## config.mk

```make
export PLATFORM = sky130hd
export DESIGN_NAME = rxirq_coalescer
export DESIGN_NICKNAME = d
export VERILOG_FILES = /design/src/rtl/rxc_pkg.sv /design/src/rtl/rxc_occupancy.sv /design/src/rtl/rxc_dwell.sv /design/src/rtl/rxc_limit.sv /design/src/rtl/rxc_irq.sv /design/src/rtl/rxirq_coalescer.sv
export SDC_FILE = /design/constraint.sdc
export NUM_CORES = 1
export LEC_CHECK = 0
export BUFFER_PORTS_ARGS = -buffer_cell sky130_fd_sc_hd__clkbuf_2
export CORE_MARGIN = 3
export CORE_UTILIZATION = 50
export CTS_CLUSTER_DIAMETER = 40
export DETAILED_ROUTE_END_ITERATION = 16
export HOLD_SLACK_MARGIN = 0.03
export PLACE_DENSITY = 0.84
export SETUP_SLACK_MARGIN = 0.05
export SYNTH_ARGS = -nofsm -noshare
export SYNTH_HDL_FRONTEND = slang
export SYNTH_SLANG_ARGS = --single-unit
```

## constraint.sdc

```tcl
create_clock -name clk -period 4 [get_ports clk]
set_clock_uncertainty 0.05 [all_clocks]
set_input_delay 0.4 -clock clk [delete_from_list [all_inputs] [get_ports clk]]
set_output_delay 0.4 -clock clk [all_outputs]
set_load 0.05 [all_outputs]
```

## src/rtl/rxc_pkg.sv

```systemverilog
package rxc_pkg;

  typedef struct packed {
    logic frames;
    logic bytes;
    logic dwell;
  } rxc_hits_t;

  // Largest value a w-bit unsigned counter can hold, in 32 bits.
  function automatic logic [31:0] cap_of(input int w);
    logic [32:0] one_sh;
    one_sh = 33'd1 << w;
    return (w >= 32) ? 32'hFFFF_FFFF : (one_sh[31:0] - 32'd1);
  endfunction

  // cur + add - sub, clamped to [0, lim].
  function automatic logic [31:0] sat_step(input logic [31:0] cur,
                                           input logic [31:0] add,
                                           input logic [31:0] sub,
                                           input logic [31:0] lim);
    logic [32:0] acc;
    acc = {1'b0, cur} + {1'b0, add};
    if (acc < {1'b0, sub}) acc = 33'd0;
    else                   acc = acc - {1'b0, sub};
    if (acc > {1'b0, lim}) acc = {1'b0, lim};
    return acc[31:0];
  endfunction

  // Strict comparison gated by the enable.
  function automatic logic over_limit(input logic en,
                                      input logic [31:0] val,
                                      input logic [31:0] lim);
    return en && (val > lim);
  endfunction

endpackage

```

## src/rtl/rxc_occupancy.sv

```systemverilog
module rxc_occupancy #(
  parameter int FW = 8,
  parameter int BW = 16,
  parameter int LW = 11
) (
  input  logic          clk,
  input  logic          rst_n,
  input  logic          arr_valid,
  input  logic [LW-1:0] arr_len,
  input  logic          deq_valid,
  input  logic [LW-1:0] deq_len,
  output logic [FW-1:0] frame_q,
  output logic [BW-1:0] byte_q,
  output logic          deq_ok,
  output logic          empty_nxt
);
  import rxc_pkg::*;

  localparam logic [31:0] FCAP = cap_of(FW);
  localparam logic [31:0] BCAP = cap_of(BW);

  logic [31:0] frame_d32;
  logic [31:0] byte_d32;

  assign deq_ok = deq_valid && (frame_q != '0);

  always_comb begin
    frame_d32 = sat_step(32'(frame_q), {31'd0, arr_valid}, {31'd0, deq_ok}, FCAP);
    byte_d32  = sat_step(32'(byte_q),
                         arr_valid ? 32'(arr_len) : 32'd0,
                         deq_ok    ? 32'(deq_len) : 32'd0,
                         BCAP);
  end

  assign empty_nxt = (frame_d32 == 32'd0);

  always_ff @(posedge clk or negedge rst_n) begin
    if (!rst_n) begin
      frame_q <= '0;
      byte_q  <= '0;
    end else begin
      frame_q <= frame_d32[FW-1:0];
      byte_q  <= byte_d32[BW-1:0];
    end
  end

endmodule

```

## src/rtl/rxc_dwell.sv

```systemverilog
module rxc_dwell #(
  parameter int TW = 16
) (
  input  logic          clk,
  input  logic          rst_n,
  input  logic          tick,
  input  logic          occupied,
  input  logic          empty_nxt,
  output logic [TW-1:0] dwell_q,
  output logic          dwell_step
);
  import rxc_pkg::*;

  localparam logic [31:0] TCAP = cap_of(TW);

  logic [31:0] dwell_d32;

  assign dwell_step = tick && occupied;

  always_comb begin
    if (empty_nxt) dwell_d32 = 32'd0;
    else           dwell_d32 = sat_step(32'(dwell_q), {31'd0, dwell_step}, 32'd0, TCAP);
  end

  always_ff @(posedge clk or negedge rst_n) begin
    if (!rst_n) dwell_q <= '0;
    else        dwell_q <= dwell_d32[TW-1:0];
  end

endmodule

```

## src/rtl/rxc_limit.sv

```systemverilog
module rxc_limit #(
  parameter int W = 16
) (
  input  logic         en,
  input  logic [W-1:0] val,
  input  logic [W-1:0] lim,
  output logic         hit
);
  import rxc_pkg::*;

  assign hit = over_limit(en, 32'(val), 32'(lim));

endmodule

```

## src/rtl/rxc_irq.sv

```systemverilog
module rxc_irq (
  input  logic               clk,
  input  logic               rst_n,
  input  rxc_pkg::rxc_hits_t hits,
  input  logic               clr,
  input  logic               en,
  output logic               any_hit,
  output logic               status_q,
  output logic               irq
);

  assign any_hit = |hits;

  // A hit in the same cycle as a clear keeps the bit set.
  always_ff @(posedge clk or negedge rst_n) begin
    if (!rst_n) status_q <= 1'b0;
    else        status_q <= any_hit | (status_q & ~clr);
  end

  assign irq = status_q & en;

endmodule

```

## src/rtl/rxirq_coalescer.sv

```systemverilog
module rxirq_coalescer #(
  parameter int FCNT_W = 8,
  parameter int BCNT_W = 16,
  parameter int TIME_W = 16,
  parameter int LEN_W  = 11
) (
  input  logic              clk,
  input  logic              rst_n,
  input  logic              arr_valid,
  input  logic [LEN_W-1:0]  arr_len,
  input  logic              deq_valid,
  input  logic [LEN_W-1:0]  deq_len,
  input  logic              tick_1us,
  input  logic              fcnt_en,
  input  logic [FCNT_W-1:0] fcnt_thr,
  input  logic              bcnt_en,
  input  logic [BCNT_W-1:0] bcnt_thr,
  input  logic              time_en,
  input  logic [TIME_W-1:0] time_thr,
  input  logic              irq_en,
  input  logic              irq_clr,
  output logic [FCNT_W-1:0] frame_cnt,
  output logic [BCNT_W-1:0] byte_cnt,
  output logic [TIME_W-1:0] dwell_time,
  output logic              fcnt_hit,
  output logic              bcnt_hit,
  output logic              time_hit,
  output logic              irq_status,
  output logic              irq
);
  import rxc_pkg::*;

  // Internal events, named so that the checker can see them.
  logic      deq_ok;
  logic      empty_nxt;
  logic      dwell_step;
  logic      any_hit;
  rxc_hits_t hits;

  rxc_occupancy #(.FW(FCNT_W), .BW(BCNT_W), .LW(LEN_W)) u_occ (
    .clk       (clk),
    .rst_n     (rst_n),
    .arr_valid (arr_valid),
    .arr_len   (arr_len),
    .deq_valid (deq_valid),
    .deq_len   (deq_len),
    .frame_q   (frame_cnt),
    .byte_q    (byte_cnt),
    .deq_ok    (deq_ok),
    .empty_nxt (empty_nxt)
  );

  rxc_dwell #(.TW(TIME_W)) u_dwell (
    .clk        (clk),
    .rst_n      (rst_n),
    .tick       (tick_1us),
    .occupied   (frame_cnt != '0),
    .empty_nxt  (empty_nxt),
    .dwell_q    (dwell_time),
    .dwell_step (dwell_step)
  );

  rxc_limit #(.W(FCNT_W)) u_lim_frames (.en(fcnt_en), .val(frame_cnt),  .lim(fcnt_thr), .hit(fcnt_hit));
  rxc_limit #(.W(BCNT_W)) u_lim_bytes  (.en(bcnt_en), .val(byte_cnt),   .lim(bcnt_thr), .hit(bcnt_hit));
  rxc_limit #(.W(TIME_W)) u_lim_dwell  (.en(time_en), .val(dwell_time), .lim(time_thr), .hit(time_hit));

  assign hits = '{frames: fcnt_hit, bytes: bcnt_hit, dwell: time_hit};

  rxc_irq u_irq (
    .clk      (clk),
    .rst_n    (rst_n),
    .hits     (hits),
    .clr      (irq_clr),
    .en       (irq_en),
    .any_hit  (any_hit),
    .status_q (irq_status),
    .irq      (irq)
  );

endmodule

```

# Word level (Yosys, flattened, before mapping)
# Cells that the tools add are included.
# classes
add_sub_neg	5
n_lt_le_gt_ge	9
n_mux	10
bitwise_logic	4
n_reduce_logical	8
# op_table
cell	n
33-bit 2-to-1 mux	4
33-bit by 16-bit > comparator with 1-bit output (second input constant)	2
16-bit 2-to-1 mux	3
16-bit by 32-bit adder with 33-bit output	1
33-bit by 8-bit > comparator with 1-bit output (second input constant)	1
33-bit by 1-bit < comparator with 1-bit output	1
33-bit by 1-bit < comparator with 1-bit output (second input constant)	1
33-bit by 32-bit < comparator with 1-bit output	1
33-bit by 1-bit subtractor with 33-bit output	1
33-bit by 32-bit subtractor with 33-bit output	1
16-bit > comparator	2
32-bit logical NOT	1
32-bit 2-to-1 mux	1
11-bit 2-to-1 mux	2
16-bit by 1-bit adder with 17-bit output	1
8-bit by 1-bit adder with 9-bit output	1
8-bit > comparator	1
8-bit nonzero test	1
1-bit logical AND	5
3-bit OR reduction	1
1-bit AND	2
1-bit inverter	1
1-bit OR	1
# totals
regBits	41
inputBits	72
output_inout_bits	45

# Depth between registers and ports, before layout
# Gate-level depths: netlist (run 1).
# depth
ltp_word	11
depth_mapped	26

# Cells and area by module
# From an unflattened synthesis (run 1), not the netlist that was laid out.
# unflattened
cells_unflattened	542
hier_area_um2	4630.7
# by_module_without_submodules
mod	instances	cells_per_inst	area_per_inst_um2	seq_area_each_um2
rxc_occupancy	1	311	2716.4	600.6
rxc_dwell	1	84	848.3	400.4
rxc_limit (u_lim_bytes ...)	2	56	399.1	0.0
rxc_limit (u_lim_frames)	1	27	197.7	0.0
rxc_irq	1	5	53.8	25.0
rxirq_coalescer	1	3	16.3	0.0

# Worst setup path before layout (run 1)
# No wires, ideal clock.
# synth_path
path_kind	input to register
from	input port arr_valid
to	register u_occ.byte_q[15]
setup_ps	135
arrival_time_ps	4240
required_time_ps	3815
slack_ps	-425
path_stages	24
n_path_buf	1
cell_sequence	clkbuf_1 -> and2_1 -> ha_1 -> a21o_1 -> a21oi_2 -> nand2_1 -> and2_1 -> o21a_1 -> nor2_1 -> xnor2_1 -> ha_1 -> a21oi_1 -> nand2_1 -> a41oi_1 -> nor2b_1 -> nor2_1 -> o31a_4 -> inv_1 -> nor3_1 -> ha_1 -> nand2_1 -> maj3_1 -> nor3_1 -> a211oi_1
# synth_between
elab_chain_len	6
word_cells_on_any_way	7
cone_classes	add/sub (2); order compare (2); mux (3)
# synth_lines
element	line_no	rtl
from (decl)	rxirq_coalescer.sv:9	input logic arr_valid,
11-bit 2-to-1 mux *	rxc_occupancy.sv:30	arr_valid ? 32'(arr_len) : 32'd0,
16-bit by 32-bit adder with 33-bit output *	rxc_pkg.sv:22	acc = {1'b0, cur} + {1'b0, add};
33-bit by 32-bit subtractor with 33-bit output / 33-bit by 32-bit < comparator with 1-bit output (equally long branches)	rxc_pkg.sv:24, rxc_pkg.sv:23	
33-bit 2-to-1 mux *	rxc_pkg.sv:23	if (acc < {1'b0, sub}) acc = 33'd0;
33-bit by 16-bit > comparator with 1-bit output	rxc_pkg.sv:25	if (acc > {1'b0, lim}) acc = {1'b0, lim};
16-bit 2-to-1 mux *	rxc_pkg.sv:25	
net u_occ.byte_d32[15]	rxc_occupancy.sv:23	logic [31:0] byte_d32;
to (signal assigned)	rxc_occupancy.sv:43	byte_q <= byte_d32[BW-1:0];
to (decl)	rxc_occupancy.sv:13	output logic [BW-1:0] byte_q,
# The timed path passes the listed nets; every way through them passes the cells marked *.

# Final worst setup path (run 1)
# layout_path
from	register u_occ.byte_q[2]
to	register u_occ.byte_q[15]
# layout_between
elab_chain_len	5
word_cells_on_any_way	6
cone_classes	add/sub (2); order compare (2); mux (2)
# layout_lines
element	line_no
16-bit by 32-bit adder with 33-bit output *	rxc_pkg.sv:22
33-bit by 32-bit subtractor with 33-bit output / 33-bit by 32-bit < comparator with 1-bit output (equally long branches)	rxc_pkg.sv:24, rxc_pkg.sv:23
33-bit 2-to-1 mux *	rxc_pkg.sv:23
33-bit by 16-bit > comparator with 1-bit output	rxc_pkg.sv:25
16-bit 2-to-1 mux *	rxc_pkg.sv:25
net u_occ.byte_d32[15]	rxc_occupancy.sv:23
# Marks and branches as above.

==> results of run 1 <==
cells in the final DEF, fill, tap and decap left out, drive strengths merged, types with 3 or more instances in the layout:
| master | n |
|---|---|
| clkbuf | 121 |
| o211ai | 6 |
| nand2 | 40 |
| a21oi | 66 |
| nand3 | 17 |
| buf | 69 |
| nand3b | 4 |
| dfrtp | 41 |
| xor2 | 19 |
| nor2b | 11 |
| nor4b | 3 |
| nor3 | 13 |
| o21ai | 13 |
| nor2 | 29 |
| xnor2 | 26 |
| inv | 61 |
| a31oi | 4 |
| o21a | 10 |
| ha | 70 |
| o41ai | 3 |
| o2111ai | 3 |
| nand4 | 17 |
| nand2b | 6 |
| and3 | 8 |
| a21o | 19 |
| or3 | 3 |
| and2 | 14 |
final cells by class:
class / count / area, um2 / share of cell area [%]
clock buffer: 5 / 68.8 / 1.12
sequential: 41 / 1030 / 16.9
inverter: 60 / 225 / 3.68
clock inverter: 3 / 43.8 / 0.715
multi-input combinational: 439 / 3480 / 56.9
timing repair buffer: 185 / 1140 / 18.5
tap: 108 / 135 / 2.21
cell families (layout without fill, tap and decap cells):
kind of cell	after synthesis	in the layout	synth area share [%]
AOI/OAI and AO/OA	146	146	22.2
xor gates and xnor gates	45	45	8.51
adders and majority gates	73	73	20.0
buffers and inverters	75	253	6.67
DFF	41	41	22.2
muxes	2	2	0.459
and+or+nand+nor	173	173	20.0
through the flow:
step	hold WS [ns]	setup TNS, ns
final	0.202	0
after global placement	0.545	-3.11
after floorplan	0.0544	-0.0510
after CTS	0.234	0
after global routing	0.283	-1.05
after detailed placement	0.563	-6.52
power by group:
part	leakage, nW	internal, mW	switching [mW]
clock network	0.0585	0.187	0.154
registers	0.497	0.606	0.237
logic	2.62	1.89	2.48
what timing repair did:
| item | 4_1_cts | 5_1_grt |
|---|---|---|
| pin swaps | 15 | 15 |
| cloned | 0 | 0 |
| buffers inserted | 10 | 6 |
| gates resized for setup | 12 | 21 |
| endpoints found under the setup margin | 15 | 16 |
layer usage:
metal | GRT usage (%) | vias to the layer above | wire length (um)
met5 | 0 | - | 0
met4 | 8.68 | 0 | 476
met3 | 3.21 | 40 | 675
met2 | 47.6 | 175 | 7220
met1 | 30.6 | 2279 | 5660
li1 | - | 2334 | -
critical path: stages (launching register included):
cell	delay, ns
dfrtp_2	0.45
ha_2	0.20
a21o_1	0.19
a21oi_2	0.15
nand2_1	0.08
and2_4	0.14
o21a_1	0.16
nor2_1	0.11
xnor2_1	0.13
ha_1	0.28
o211ai_1	0.15
nand2_1	0.12
a41oi_2	0.26
nor2b_1	0.09
nor2_2	0.13
o31a_4	0.17
inv_2	0.03
nor3_2	0.09
ha_1	0.20
nand2_2	0.09
maj3_2	0.34
nor3_4	0.17
a211oi_2	0.06
path summary, 6_finish.rpt:
| check | from | end | depth (start not counted) |
|---|---|---|---|
| min in group clk | irq_clr | u_irq.status_q | 3 |
| max reg2reg | u_occ.byte_q[2] | u_occ.byte_q[15] | 22 |
| max in group asynchronous | rst_n | u_occ.byte_q[2] | 1 |
| min | rst_n | u_dwell.dwell_q[2] | 1 |
| min reg2reg | u_dwell.dwell_q[7] | u_dwell.dwell_q[7] | 2 |
| max | u_occ.byte_q[2] | u_occ.byte_q[15] | 22 |
registers in the layout (all words and copies together) (netlist names):
name / cells
u_dwell.dwell_q: 16
u_occ.byte_q: 16
u_occ.frame_q: 8
u_irq.status_q: 1
==> results by group, run 1 <==
Run status
  • Status: completed

Synthesis
  • Syn Area/Cell: 8.34 um2
  • Top cell type's share of synthesized area: 22.2%
  • Post-Synthesis Cell Area: ~4600 um2
  • Post-synth EDFFs: 0
  • Seq/Total Area, Yosys: between 20 and 25%
  • Synth Register Bits: slightly above 40
  • Unique cell type count in the Yosys netlist: 65
  • Ys flop type: dfrtp_1
  • Synthesized instance count: about 560
  • Most frequent cell after synthesis: ha_1
  • Post-synth net total: 699
  • Commonest cells post-synth: ha_1 (70), inv_1 (60), a21oi_1 (53)
  • Ys Warns: 0
  • Largest area contributor in the netlist: dfrtp_1
  • Async set-reset flop share out of synthesis: between 90% and 100%
  • Synth area leaders: dfrtp_1 (22%), ha_1 (19%), a21oi_1 (5.7%), xnor2_1 (4.9%), inv_1 (4.9%)

Drt
  • Post-route ant nets: 0
  • Router iterations before antenna repair: 5
  • DR WL/cell: 16.7 um
  • 1st-iter DRT viols: around 220
  • Number of vias per cell: roughly 5.7
  • Total wire length: approximately 14000 um
  • DRC: 0
  • Via Count: around 4.8k

Timing
  • Final setup violation count: 0
  • Worst-margin pin slew: 1.01 ns
  • Final period util: between 90 and 100%
  • Final Max Tran Viols: 0
  • Slew HR: 32.9%
  • RSZ-0062 raised after global routing: yes
  • Period minus WS final: 3.96 ns
  • Fmax achieved: ~250 MHz
  • Endpoints failing hold: 0
  • Final worst slack: roughly 0.038 ns

Setup path
  • Startpoint Class: register
  • Critical path class: register to register
  • WP data required: about 4 ns
  • Worst EP arrival: 4.08 ns
  • Setup crit end kind: register
  • Crit Path Max Fanout: 4
  • Reg-to-reg slack, setup: between 0.03 and 0.04 ns

Finish
  • N_diodes: 0
  • Fin area: just over 6000 um2
  • Fillers: 648
  • Area grow syn2layout: 32.3%
  • Share of cells above drive strength 1: 35.9%
  • Layout Nets: about 880
  • Non-Filler Instances: about 840
  • Fin util: roughly 69%

Worst hold path
  • Hold Crit Class: primary input to asynchronous set/reset pin

Clock network
  • H-tree levels: 2
  • CTS tree: done
  • # hold bufs at CTS: 0
  • Bufs on Longest Clock Path: 2
  • Number of clock sinks: 41
  • Clk pin slew, worst setup/hold paths: ~0.090 ns
  • Clk root buf: clkbuf_8
  • Worst skew pair latency: 0.30 ns
  • TritonCTS Buffers: 5

Placement
  • Port Buffers: 116
  • Gp weighted congestion: slightly below 1
  • DP Wirelength: between 10000 and 15000 um
  • Pre-CTS WS: -0.472 ns
  • Area after DPL: 5740 um2
  • Cells after DPL: a little over 800

GRT
  • Final global-route overflow total: 0
  • GRT Overall Usage: 25.7%
  • Initial antenna violation count: 0
  • Vias in the first global route: around 4.8k
  • Largest net degree at the start of global routing: 42
  • First-pass GRT wire length: ~22000 um

Die
  • Die ar.: about 10000 um2
  • Io pins: 117
  • Area of the core: about 9000 um2
  • Die width: around 100 um
  • Die H: between 100 and 150 um
  • FP Rows: 34
  • Initial core utilization: ~52%

Pwr
  • PD cells: between 900 and 1000 nW/um2
  • Worst VDD drop: a little over 0.8 mV
  • Static Leak: about 3.2 nW
  • Pwr Total: around 5.6 mW

Flow run
  • Max cap viols: 0
Power figures use the tool's default switching activity.
==> run 2: changes to the inputs <==
--- a/config.mk
+++ b/config.mk
@@ -6,6 +6,7 @@
 export NUM_CORES = 1
 export LEC_CHECK = 0
 export BUFFER_PORTS_ARGS = -buffer_cell sky130_fd_sc_hd__clkbuf_2
+export CORE_ASPECT_RATIO = 1.25
 export CORE_MARGIN = 3
 export CORE_UTILIZATION = 50
 export CTS_CLUSTER_DIAMETER = 40
@@ -15,4 +16,5 @@
 export SETUP_SLACK_MARGIN = 0.05
 export SYNTH_ARGS = -nofsm -noshare
 export SYNTH_HDL_FRONTEND = slang
+export SYNTH_HIERARCHICAL = 1
 export SYNTH_SLANG_ARGS = --single-unit
==> results by group, run 2 <==
Setup path
  • WP data required: 4.18 ns
  • Setup crit end kind: register
  • Critical path class: register to register
  • Startpoint Class: register
  • CP max stage delay: about 0.48 ns
  • Worst EP arrival: between 4 and 5 ns
  • Crit Path Max Fanout: 4
  • Slowest CP cell: or4_1
  • Reg2reg path depth: 16
  • Worst path cell trace: ha_2, inv_1, fa_2, nand2b_4, a21oi_2, or2_2, xor2_1, ha_1, buf_4, and4_4, a221o_1, nor2_1, a21oi_2, or4_1, nor4_1, or4_4
  • Crit path top cell by count: a21oi_2

Placement
  • Pre-CTS WS: -0.105 ns
  • Area after DPL: roughly 5600 um2
  • DP Wirelength: ~11000 um
  • Port Buffers: about 120
  • Gp weighted congestion: 0.996

Die
  • Die ar.: between 10000 and 15000 um2
  • Initial core utilization: 52.4%
  • Die width: between 90 and 100 um
  • Io pins: about 120
  • Die H: 114 um
  • FP Rows: 38
  • Area of the core: 8840 um2

Finish
  • Layout Nets: between 800 and 900
  • Fin util: between 60% and 70%
  • Area grow syn2layout: 25.9%
  • Most frequent cells in the layout: clkbuf_2 (115), ha_1 (66), inv_1 (60)
  • Largest regs: u_dwell/dwell_q x16, u_occ/byte_q x16, u_occ/frame_q x8
  • Share of cells above drive strength 1: 31.9%
  • Fillers: 739
  • Commonest non-fill, non-tap cell in the layout: clkbuf_2
  • N_diodes: 0
  • Fin area: ~5800 um2

Pwr
  • PD cells: ~900 nW/um2
  • Static Leak: 3.00 nW
  • Worst VDD drop: around 0.62 mV
  • Sw Pwr: ~2.8 mW
  • Clock power frac: 6.5%
  • Pwr Total: 5.23 mW
  • Reg power frac: 16.8%
  • P_int: 2.45 mW
  • Logic pwr share: about three quarters
  • Switch share: between 50 and 60%

GRT
  • Largest net degree at the start of global routing: 42
  • Initial antenna violation count: 0
  • First-pass GRT wire length: between 20000 and 25000 um
  • Vias in the first global route: 4628
  • GRT Overall Usage: between 20% and 30%
  • Final global-route overflow total: 0

Synthesis
  • Post-synth net total: slightly below 700
  • Synth area leaders: dfrtp_1 (22%), ha_1 (18%), a21oi_1 (5.2%), xnor2_1 (4.9%), inv_1 (4.9%)
  • Post-synthesis compound-gate area fraction: approximately 22%
  • Seq/Total Area, Yosys: between 20% and 30%
  • Largest area contributor in the netlist: dfrtp_1
  • Fraction of the mapped netlist area in adder cells: 19.2%
  • Simple-gate share of the synthesized area: 20.5%
  • Top cell type's share of synthesized area: 22.2%
  • Most frequent cell after synthesis: ha_1
  • Synthesized instance count: between 500 and 600
  • Post-Synth XOR/XNOR Area: ~9.2%
  • Unique cell type count in the Yosys netlist: roughly 70
  • Synth Register Bits: approximately 40
  • Async set-reset flop share out of synthesis: 100%
  • Post-synthesis mux area share: less than 1%
  • Post-synth EDFFs: 0
  • Largest family of logic cells by synthesized area: compound AO/OA/AOI/OAI gates
  • Ys Warns: 6
  • Syn Area/Cell: around 8.5 um2
  • Post-Synthesis Cell Area: about 4600 um2
  • Ys flop type: dfrtp_1
  • Commonest cells post-synth: ha_1 (68), inv_1 (60), a21oi_1 (48)

Timing
  • Endpoints failing hold: 0
  • RSZ-0062 raised after global routing: yes
  • Hold Worst Slack: 0.221 ns
  • Worst-margin pin slew: ~1.0 ns
  • Final worst slack: between 0.06 and 0.07 ns
  • Period minus WS final: roughly 4 ns
  • Final setup violation count: 0
  • Final Max Tran Viols: 0
  • Final period util: between 90% and 100%
  • Fmax achieved: 254 MHz
  • Slew HR: 31.7%

Clock network
  • H-tree levels: 2
  • Clk pin slew, worst setup/hold paths: ~0.080 ns
  • TritonCTS Buffers: 5
  • Number of clock sinks: 41
  • Worst skew pair latency: 0.29 ns
  • CTS tree: done
  • Clk root buf: clkbuf_8
  • Bufs on Longest Clock Path: 2

Worst hold path
  • Hold Crit Class: primary input to asynchronous set/reset pin

Drt
  • DRC: 0
  • 1st-iter DRT viols: between 200 and 250
  • Via Count: 4652
  • DR WL/cell: 16.1 um
  • Router iterations before antenna repair: 5
  • Number of vias per cell: 5.71
  • Post-route ant nets: 0
  • Total wire length: ~13000 um

Flow run
  • Max cap viols: 0

Run status
  • Status: completed
[run 2: cell count changes in the layout (fill, tap and decap cells not counted), moves of 5 or more]
cell,previous run,this run
o21ai_0,10,18
o22ai_2,0,10
a21oi_2,17,4
buf_4,66,39
and2_1,11,17
a21o_1,19,14
o21a_1,10,3
nand4_1,17,10
nor4_1,1,6
[run 2: kinds of logic (layout without fill, tap and decap cells)]
| family | Yosys count | after routing |
|---|---|---|
| AOI/OAI and AO/OA | 147 | 147 |
| xor gates and xnor gates | 45 | 45 |
| adders and majority gates | 70 | 70 |
| buffers and inverters | 73 | 226 |
| DFF | 41 | 41 |
| muxes | 2 | 2 |
| and+or+nand+nor | 164 | 164 |
[run 2: critical path, delay by kind of cell, from the launching register on]
| kind | cells | cell delay, ns |
|---|---|---|
| AO/OA/AOI/OAI | 3 | 0.50 |
| flip-flops | 1 | 0.43 |
| adder cells (fa/ha/maj) | 3 | 0.72 |
| buffers and inverters | 2 | 0.23 |
| AND/OR/NAND/NOR | 7 | 1.76 |
| XOR/XNOR | 1 | 0.15 |
[run 2: layout make-up]
| type | instances | area, um2 | share of cell area (%) |
|---|---|---|---|
| sequential | 41 | 1040 | 17.8 |
| clock buffer | 7 | 86.3 | 1.48 |
| timing repair buffer | 158 | 910 | 15.6 |
| clock inverter | 1 | 30.0 | 0.515 |
| inverter | 60 | 225 | 3.86 |
| multi-input combinational | 428 | 3390 | 58.2 |
| tap | 120 | 150 | 2.58 |
[run 2: final timing paths]
path                                 start                to  slack (ns)
hold reg to reg             u_irq/status_q    u_irq/status_q        0.48
setup reg to reg           u_occ/byte_q[0]  u_occ/byte_q[14]        0.07
hold / removal                       rst_n   u_occ/byte_q[2]        0.22
max in group asynchronous            rst_n  u_occ/frame_q[3]        2.97
min in group clk                   irq_clr    u_irq/status_q        0.31
setup / recovery           u_occ/byte_q[0]  u_occ/byte_q[14]        0.07
[run 2: power groups by stage]
stage	sequential (mW)	clock [mW]	combinational, mW
3_3_place_gp	0.910	0	3.60
2_1_floorplan	1.38	0	2.22
4_1_cts	0.913	0.348	3.75
6_report	0.879	0.342	4.00
3_5_place_dp	0.922	0	3.72
5_1_grt	0.901	0.364	4.33
[run 2: per-layer routing]
metal  part of all wire (%)  up-vias  wire length (um)  global-route usage, %
met1                     41     2172              5330                   29.4
met5                      0        -                 0                      0
met3                    6.3       33               824                   3.23
li1                       -     2254                 -                      -
met2                     50      193              6580                   42.5
met4                    3.1        0               407                   8.42
[run 2: what timing repair did]
item | 4_1_cts | 5_1_grt
resized for setup | 0 | 16
hold buffers | 0 | 0
endpoints found under the hold margin | 0 | 0
setup endpoints to repair | 0 | 24
setup buffers | 0 | 8
[run 2: through the flow]
step                instances  TNS, ns
finish                    815        0
global route              815  -0.0130
global placement          799        0
CTS                       807        0
floorplan                 542        0
detailed placement        799    -1.11
==> run 3: changes to the inputs <==
--- a/config.mk
+++ b/config.mk
@@ -13,6 +13,7 @@
 export DETAILED_ROUTE_END_ITERATION = 16
 export HOLD_SLACK_MARGIN = 0.03
 export PLACE_DENSITY = 0.84
+export RECOVER_POWER = 100
 export SETUP_SLACK_MARGIN = 0.05
 export SYNTH_ARGS = -nofsm -noshare
 export SYNTH_HDL_FRONTEND = slang
==> results by group, run 3 (same netlist as run 2, synthesis figures left out) <==
Run status
  • Status: complete, but fails checks
  • Failing checks: max-capacitance violations, max-slew violations

Pwr
  • P_int: 2.40 mW
  • Switch share: 53.5%
  • PD cells: between 800 and 900 nW/um2
  • Logic pwr share: 76.4%
  • Worst VDD drop: around 0.6 mV
  • Reg power frac: 17.0%
  • Clock power frac: around 6.6%
  • Sw Pwr: about 2.8 mW
  • Pwr Total: 5.17 mW
  • Static Leak: approximately 2.9 nW

Clock network
  • Worst skew pair latency: just under 0.3 ns
  • Bufs on Longest Clock Path: 2
  • Number of clock sinks: 41
  • Clk pin slew, worst setup/hold paths: approximately 0.080 ns
  • Clk root buf: clkbuf_8
  • TritonCTS Buffers: 5
  • H-tree levels: 2
  • CTS tree: done

Placement
  • Area after DPL: 5580 um2
  • Port Buffers: between 100 and 150
  • Pre-CTS WS: -0.105 ns
  • Gp weighted congestion: 0.996
  • DP Wirelength: between 10000 and 15000 um

Setup path
  • Critical path class: register to register
  • Crit Path Max Fanout: 4
  • Startpoint Class: register
  • Reg-to-reg slack, setup: 0.06 ns
  • Worst EP arrival: 4.12 ns
  • WP data required: ~4.2 ns
  • Setup crit end kind: register

Drt
  • Total wire length: ~13000 um
  • DR WL/cell: 16.2 um
  • Number of vias per cell: 5.74
  • 1st-iter DRT viols: roughly 270
  • Via Count: ~4.7k
  • Post-route ant nets: 0
  • DRC: 0
  • Router iterations before antenna repair: 5

Finish
  • Most frequent cells in the layout: clkbuf_2 (69), ha_1 (66), inv_1 (60)
  • N_diodes: 0
  • Share of cells above drive strength 1: around 25%
  • Layout Nets: 836
  • Fin util: around two thirds
  • Commonest non-fill, non-tap cell in the layout: clkbuf_2
  • Largest regs: u_dwell/dwell_q x16, u_occ/byte_q x16, u_occ/frame_q x8
  • Fin area: about 5800 um2
  • Fillers: just under 800
  • Area grow syn2layout: 24.3%

Timing
  • Worst-margin pin slew: 2.21 ns
  • RSZ-0062 raised after global routing: yes
  • Final worst slack: slightly above 0.06 ns
  • Slew HR: -47.2%
  • Final setup violation count: 0
  • Final period util: between 90% and 100%
  • Endpoints failing hold: 0
  • Final Max Tran Viols: between 40 and 50
  • Period minus WS final: approximately 3.9 ns
  • Hold Worst Slack: roughly 0.31 ns
  • Fmax achieved: around 250 MHz

GRT
  • Initial antenna violation count: 0
  • Largest net degree at the start of global routing: 42
  • GRT Overall Usage: between 20% and 30%
  • Final global-route overflow total: 0
  • First-pass GRT wire length: slightly above 20000 um
  • Vias in the first global route: 4628

Die
  • Die width: a little over 90 um
  • Area of the core: roughly 8800 um2
  • Io pins: 117
  • Die H: 114 um
  • Initial core utilization: between 50% and 60%
  • FP Rows: 38
  • Die ar.: ~10000 um2

Worst hold path
  • Hold Crit Class: primary input to register

Flow run
  • Max cap viols: 1
[run 3: changes by cell type in the layout (fill, tap and decap cells not counted)]
| cell | previous run | this run |
|---|---|---|
| and2_0 | 0 | 1 |
| clkbuf_1 | 1 | 48 |
| and2_1 | 17 | 16 |
| or3_2 | 0 | 1 |
| nand3_2 | 1 | 0 |
| buf_4 | 39 | 38 |
| a21oi_2 | 4 | 3 |
| a21oi_1 | 45 | 46 |
| or3_4 | 1 | 0 |
| nand3_1 | 17 | 18 |
| clkbuf_2 | 115 | 69 |
[run 3: layer usage]
metal	vias to the layer above	part of all wire [%]	track usage, %
li1	2267	-	-
met1	2187	41	29.4
met2	187	50	42.5
met3	37	6.3	3.23
met4	0	3.1	8.42
met5	-	0	0
[run 3: layout make-up]
| class | count | area (um2) | area share, % |
|---|---|---|---|
| Tap cell | 120 | 150 | 2.61 |
| Clock buffer | 7 | 86.3 | 1.50 |
| Sequential cell | 41 | 1040 | 18.0 |
| Timing Repair Buffer | 158 | 848 | 14.7 |
| Clock inverter | 1 | 30.0 | 0.522 |
| Inverter | 60 | 225 | 3.91 |
| Multi-Input combinational cell | 428 | 3380 | 58.7 |
[run 3: path summary, 6_finish.rpt]
path | cells after the start | from | to
worst max-delay path | 16 | u_occ/byte_q[0] | u_occ/byte_q[14]
worst min-delay path | 3 | irq_clr | u_irq/status_q
worst max register to register | 16 | u_occ/byte_q[0] | u_occ/byte_q[14]
worst min register to register | 1 | u_irq/status_q | u_irq/status_q
max in group asynchronous | 1 | rst_n | u_occ/frame_q[3]
min in group asynchronous | 1 | rst_n | u_occ/byte_q[2]
[run 3: power by group through the flow]
stage	registers [mW]	clock network (mW)	logic, mW
2_1_floorplan	1.38	0	2.22
6_report	0.878	0.341	3.95
4_1_cts	0.913	0.348	3.75
3_5_place_dp	0.922	0	3.72
5_1_grt	0.899	0.364	4.28
3_3_place_gp	0.910	0	3.60
[run 3: through the flow]
stage	TNS, ns	std cells
after global routing	-0.0293	815
after detailed placement	-1.11	799
final	0	815
after global placement	0	799
after floorplan	0	542
after CTS	0	807
[run 3: repair_timing]
item	in CTS	in global routing
hold buffers	0	0
endpoints found under the setup margin	0	24
gates resized for setup	0	16
buffers inserted	0	8
[run 3: worst max-delay path, stage by stage (launching register included)]
cell and delay, ns:
dfrtp_2 0.43, ha_2 0.19, inv_1 0.07, fa_2 0.21, nand2b_4 0.13, a21oi_2 0.06, or2_2 0.30, xor2_1 0.15
ha_1 0.32, buf_4 0.16, and4_4 0.18, a221o_1 0.35, nor2_1 0.11, a21oi_1 0.12, or4_1 0.50, nor4_1 0.33
or4_4 0.21
